[config.mk]
export PLATFORM = sky130hd
export DESIGN_NAME = pin_conditioner
export DESIGN_NICKNAME = d
export VERILOG_FILES = /design/src/rtl/pin_cond_pkg.sv /design/src/rtl/pin_cond_regs.sv /design/src/rtl/pin_cond_sync.sv /design/src/rtl/pin_cond_filter.sv /design/src/rtl/pin_conditioner.sv
export SDC_FILE = /design/constraint.sdc
export NUM_CORES = 1
export LEC_CHECK = 0
export CAP_MARGIN = 20
export CORE_MARGIN = 2
export CORE_UTILIZATION = 45
export CTS_CLUSTER_SIZE = 14
export DETAILED_ROUTE_END_ITERATION = 10
export DONT_BUFFER_PORTS = 1
export SLEW_MARGIN = 5
export SYNTH_ARGS = -nofsm -noshare
export SYNTH_HDL_FRONTEND = slang
export SYNTH_SLANG_ARGS = --single-unit
[constraint.sdc]
create_clock -name clk -period 2 [get_ports clk]
set_clock_uncertainty 0.15 [all_clocks]
set_input_delay 0.2 -clock clk [delete_from_list [all_inputs] [get_ports clk]]
set_output_delay 0.2 -clock clk [all_outputs]
set_load 0.01 [all_outputs]
[src/rtl/pin_cond_pkg.sv]
// Shared constants for the pin conditioner: pin count, register addresses,
// reset values and the mask of pins that own a filter-enable bit.
package pin_cond_pkg;
    localparam int          NPINS          = 7;
    localparam int          RUN_LEN        = 3;
    localparam logic [7:0]  ADDR_PULLUP    = 8'h96;
    localparam logic [7:0]  ADDR_OPENDRAIN = 8'h95;
    localparam logic [7:0]  ADDR_FILTER    = 8'hA7;
    localparam logic [7:0]  RST_PULLUP     = 8'h00;
    localparam logic [7:0]  RST_OPENDRAIN  = 8'h78;
    localparam logic [7:0]  RST_FILTER     = 8'h00;
    localparam logic [7:0]  FILTER_MASK    = 8'h3B;
endpackage

[src/rtl/pin_cond_regs.sv]
// Control register bank: pull-up, open-drain and filter-enable registers.
// Assumes a single-cycle write strobe. Read data is combinational on the address.
module pin_cond_regs
    import pin_cond_pkg::*;
#(
    parameter int N = NPINS
) (
    input  logic         clk,
    input  logic         rst_n,
    input  logic         wr,
    input  logic [7:0]   addr,
    input  logic [7:0]   wdata,
    output logic [7:0]   rdata,
    output logic [N-1:0] pu_q,
    output logic [N-1:0] od_q,
    output logic [N-1:0] flt_q
);
    localparam logic [N-1:0] FMASK = FILTER_MASK[N-1:0];

    // Register update on an addressed write strobe
    always_ff @(posedge clk) begin
        if (!rst_n) begin
            pu_q  <= RST_PULLUP[N-1:0];
            od_q  <= RST_OPENDRAIN[N-1:0];
            flt_q <= RST_FILTER[N-1:0];
        end else if (wr) begin
            case (addr)
                ADDR_PULLUP:    pu_q  <= wdata[N-1:0];
                ADDR_OPENDRAIN: od_q  <= wdata[N-1:0];
                ADDR_FILTER:    flt_q <= wdata[N-1:0] & FMASK;
                default: ;
            endcase
        end
    end

    // Read multiplexer, zero for unmapped addresses and unused bits
    always_comb begin
        case (addr)
            ADDR_PULLUP:    rdata = 8'(pu_q);
            ADDR_OPENDRAIN: rdata = 8'(od_q);
            ADDR_FILTER:    rdata = 8'(flt_q);
            default:        rdata = 8'h00;
        endcase
    end

    assert_pullup_write_R2: assert property (@(posedge clk) disable iff (!rst_n)
        (wr && addr == ADDR_PULLUP) |=> (pu_q == $past(wdata[N-1:0])));

    assert_opendrain_write_R2: assert property (@(posedge clk) disable iff (!rst_n)
        (wr && addr == ADDR_OPENDRAIN) |=> (od_q == $past(wdata[N-1:0])));

    assert_filter_unused_R3: assert property (@(posedge clk) disable iff (!rst_n)
        (wr && addr == ADDR_FILTER) |=> ((flt_q & ~FMASK) == '0));
endmodule

[src/rtl/pin_cond_sync.sv]
// Two-flop synchroniser for a vector of asynchronous pin inputs.
// Assumes every bit is an independent slow level; no bus coherence is implied.
module pin_cond_sync #(
    parameter int N = 7
) (
    input  logic         clk,
    input  logic         rst_n,
    input  logic [N-1:0] d,
    output logic [N-1:0] q
);
    logic [N-1:0] meta;

    // Two-stage capture of the raw pin levels
    always_ff @(posedge clk) begin
        if (!rst_n) begin
            meta <= '0;
            q    <= '0;
        end else begin
            meta <= d;
            q    <= meta;
        end
    end
endmodule

[src/rtl/pin_cond_filter.sv]
// Single-pin run-length noise filter. While active, the output takes a new
// level on the RUN_LEN-th consecutive strobe at which the input disagrees
// with it. While inactive (filter off or stop mode), the output copies the
// input every clock and the run counter stays cleared.
module pin_cond_filter
    import pin_cond_pkg::*;
#(
    parameter int RUN = RUN_LEN
) (
    input  logic clk,
    input  logic rst_n,
    input  logic enable,
    input  logic stop,
    input  logic tick,
    input  logic s_in,
    output logic level
);
    localparam int CW = (RUN > 1) ? $clog2(RUN) : 1;
    localparam logic [CW-1:0] LAST = CW'(RUN - 1);

    logic          active;
    logic [CW-1:0] run;

    assign active = enable && !stop;

    // Run counter and filtered level update
    always_ff @(posedge clk) begin
        if (!rst_n) begin
            run   <= '0;
            level <= 1'b0;
        end else if (!active) begin
            run   <= '0;
            level <= s_in;
        end else if (tick) begin
            if (s_in == level) begin
                run <= '0;
            end else if (run == LAST) begin
                run   <= '0;
                level <= s_in;
            end else begin
                run <= run + 1'b1;
            end
        end
    end

    assert_accept_after_run_R4: assert property (@(posedge clk) disable iff (!rst_n)
        ($past(active) && level != $past(level)) |-> ($past(tick) && $past(run) == LAST));

    assert_run_in_range_R4: assert property (@(posedge clk) disable iff (!rst_n)
        run <= LAST);

    assert_no_tick_hold_R6: assert property (@(posedge clk) disable iff (!rst_n)
        ($past(active) && !$past(tick)) |-> $stable(level));

    assert_stop_bypass_R8: assert property (@(posedge clk) disable iff (!rst_n)
        $past(stop) |-> (level == $past(s_in) && run == '0));
endmodule

[src/rtl/pin_conditioner.sv]
// Top of the port input conditioner: register bank, synchroniser and one
// noise filter per pin. A pin is filtered only if its filter-enable bit
// exists and is set. Stop mode bypasses all filters.
module pin_conditioner
    import pin_cond_pkg::*;
(
    input  logic             clk,
    input  logic             rst_n,
    input  logic             sfr_wr,
    input  logic [7:0]       sfr_addr,
    input  logic [7:0]       sfr_wdata,
    output logic [7:0]       sfr_rdata,
    input  logic [NPINS-1:0] pin_raw,
    input  logic             sample_tick,
    input  logic             stop_mode,
    output logic [NPINS-1:0] pin_level,
    output logic [NPINS-1:0] pullup_en,
    output logic [NPINS-1:0] opendrain_en
);
    logic [NPINS-1:0] flt_q;
    logic [NPINS-1:0] synced;

    pin_cond_regs #(.N(NPINS)) u_regs (
        .clk   (clk),
        .rst_n (rst_n),
        .wr    (sfr_wr),
        .addr  (sfr_addr),
        .wdata (sfr_wdata),
        .rdata (sfr_rdata),
        .pu_q  (pullup_en),
        .od_q  (opendrain_en),
        .flt_q (flt_q)
    );

    pin_cond_sync #(.N(NPINS)) u_sync (
        .clk   (clk),
        .rst_n (rst_n),
        .d     (pin_raw),
        .q     (synced)
    );

    // One filter per pin
    for (genvar i = 0; i < NPINS; i++) begin : g_pin
        pin_cond_filter #(.RUN(RUN_LEN)) u_filter (
            .clk    (clk),
            .rst_n  (rst_n),
            .enable (flt_q[i]),
            .stop   (stop_mode),
            .tick   (sample_tick),
            .s_in   (synced[i]),
            .level  (pin_level[i])
        );
    end

    assert_unmapped_read_zero_R3: assert property (@(posedge clk) disable iff (!rst_n)
        (sfr_addr != ADDR_PULLUP && sfr_addr != ADDR_OPENDRAIN && sfr_addr != ADDR_FILTER)
        |-> (sfr_rdata == 8'h00));
endmodule

==> impl_metrics.toml <==
[clocking]
cts.path.max_buffers = 2
postCtsSetupBuffers = 0
cts_made_buffers = 5
cts.sinks = 50
cts_root_buf = "clkbuf_8"
clk-insertion-delay-late_ns = 0.31
cts_tree = "done"
path_clk_slew_ns = 0.10
htreeDepth = 2

[yosys]
synth_top_area_share_pct = 44.4
ys_top_cells_by_area = "dfxtp_1 (44%), mux2i_1 (6.7%), and2_1 (4.7%)"
dominantRegCellSynth = "dfxtp_1"
syn_nets = 265
postSynthCellCount = 237
syn_area_um2 = 2260
yosysMostFrequentCell = "dfxtp_1"
synth_common_cells = "dfxtp_1 (50), nand2_1 (28), and2_1 (17), nand3_1 (16), mux2i_1 (15)"
ys_seq_elements = 50
synth_edf_count = 0
async_flop_share_pct = 0
syn_area_per_cell_um2 = 9.52
synth_top_cell_by_area = "dfxtp_1"
yosys_warnings = 0
netlist-cell-type-count = 40
yosysSeqAreaShare_pct = 44.4

[hold_path]
hp-start = "sfr_wr"
min_path_cells = 2
hp-class = "primary input to flip-flop"
hold_end = "u_regs.flt_q[4]"

[floorplan]
rows = 25
io_pins = 57
die_w_um = 74.8
start_util_pct = 47.1
coreArea_um2 = 4790
die_y_um = 74.8
dieArea_um2 = 5600

[global_routing]
grt_pass1_vias = 1608
grt_util_met1_pct = 22.9
antenna_found_initial = 0
grt_use_total_pct = 18.0
grt_max_degree = 44
grt_pass1_wl_um = 7540
met3_usage_pct = 7.36
overflow = 0
busiest_layer = "met2"
gr-usage-met2_pct = 27.9

[setup_path]
crit_fanout = 43
cp-start-kind = "primary input"
required_ns = 2.11
r2r_end = "u_regs.od_q[4]"
rr_worst_depth = 3
arrival_ns = 1.76
critPathKind = "primary input to flip-flop"
cp-end-kind = "flip-flop"
timing.reg2reg.setup_slack_ns = 0.60
reg2reg_from = "u_regs.od_q[4]"

[power]
powerDensity_nw_per_um2 = 730
ir_worst_vdd_mv = 0.550
power_leakage_nw = 1.06

[sta]
slew_headroom_pct = 64.1
setup_viol_count_final = 0
tightest_slew_ns = 0.538
whs_ns = 0.00188
min_period_over_period_pct = 82.5
finalSetupTns_ns = 0
rsz0062_at_grt = "false"
fmax_mhz = 606
slew_violations = 0
hold_viol = 0
fin_crit_ns = 1.65

[status]
status = "finished, final reports clean"

[detailed_routing]
num_vias = 1625
routed_wl_um = 4480
final_antenna_net_count = 0
route.detailed.drc = 0
first_pass_iters = 4
wire_per_inst_um = 14.2
via_per_inst = 5.16
dr.first_iter.drc_count = 64

[cells_and_area]
antennaDiodeCount = 0
fillers = 430
seq_area_um2 = 1000
layout-drive-gt1-share_pct = 8.06
areaGrowthSynthToFinish_pct = 14.4
multi_input_comb_area_um2 = 1090
nets = 275

[place]
gp_congestion = 0.730
io_buffers = 0
dp_hpwl_um = 2890

[flow_run]
cap_violations = 0
-- through the flow --
| step | cells | power [mW] | setup WS (ns) | utilization [%] | instance area (um2) |
|---|---|---|---|---|---|
| final | 315 | 1.88 | 0.350 | 53.9 | 2580 |
| after global routing | 315 | 1.95 | 0.297 | 53.9 | 2580 |
| after CTS | 316 | 1.90 | 0.0405 | 54.1 | 2590 |
| after detailed placement | 283 | 1.10 | 0.524 | 46.2 | 2210 |
| after floorplan | 237 | 1.12 | 0.561 | - | 2260 |
| after global placement | 283 | 1.10 | 0.527 | 46.2 | 2210 |
-- worst max-delay path, stage by stage --
cell           delay [ns]
dlygate4sd3_1        0.58
buf_12               0.21
nand2_1              0.07
mux2i_1              0.12
dlygate4sd3_1        0.55
-- how the worst max path moves through the flow --
stage	depth (start not counted)	slack [ns]	startpoint	endpoint
final	5	0.35	rst_n	u_regs.pu_q[6]
after global routing	5	0.30	rst_n	u_regs.pu_q[6]
after CTS	5	0.04	sfr_wdata[4]	u_regs.od_q[4]
after detailed placement	3	0.52	sfr_addr[1]	sfr_rdata[4]
after global placement	3	0.53	sfr_addr[1]	sfr_rdata[4]
after floorplan	4	0.56	sfr_addr[6]	sfr_rdata[4]
-- power breakdown --
part           leakage, nW  switching (mW)  internal (mW)
Combinational        0.590          0.0479         0.0563
Sequential           0.406          0.0101           1.01
Clock               0.0618           0.345          0.412
-- layout make-up --
cell class / count / area share [%]
inverter: 7 / 1.02
sequential: 50 / 38.8
tap: 67 / 3.25
clock inverter: 2 / 1.50
multi-input combinational: 158 / 42.3
clock buffer: 6 / 3.20
timing repair buffer: 25 / 9.99
-- registers in the layout (all words and copies together) (netlist names) --
name and flops:
u_regs.od_q 7, u_sync.q 7, u_regs.pu_q 7, u_sync.meta 7, g_pin.u_filter.run 10, g_pin.u_filter.level 7, u_regs.flt_q 5
-- kinds of logic (layout without fill, tap and decap cells) --
logic type	count (synthesis)	count (layout)	share of synthesized area, %
flops	50	50	44.4
other cells	1	1	0.166
buf+inv	29	40	7.27
xor+xnor	5	5	1.94
mux	15	15	6.66
simple gates	110	110	30.6
compound gates	27	27	9.04
-- what timing repair did --
item,4_1_cts,5_1_grt
endpoints found under the setup margin,0,1
resized for setup,0,0
hold buffers,25,0
hold endpoints to repair,47,0
-- layout by cell type, fill, tap and decap left out, types with 6 or more instances in the layout --
master         netlist  final
dlygate4sd3_1        0     23
nand2b_1            11     11
clkbuf_8             0      6
nand3_1             16     16
dfxtp_1             50     50
a21oi_1              9      9
and2_1              17     17
inv_1                7      7
nand2_1             28     28
mux2i_1             15     15
-- metal layers --
layer,vias up,wire [um]
met1,743,2080
met3,2,343
met5,-,0
met2,51,2020
met4,0,32
li1,829,-
No activity file was read; power rests on OpenSTA's default activity.
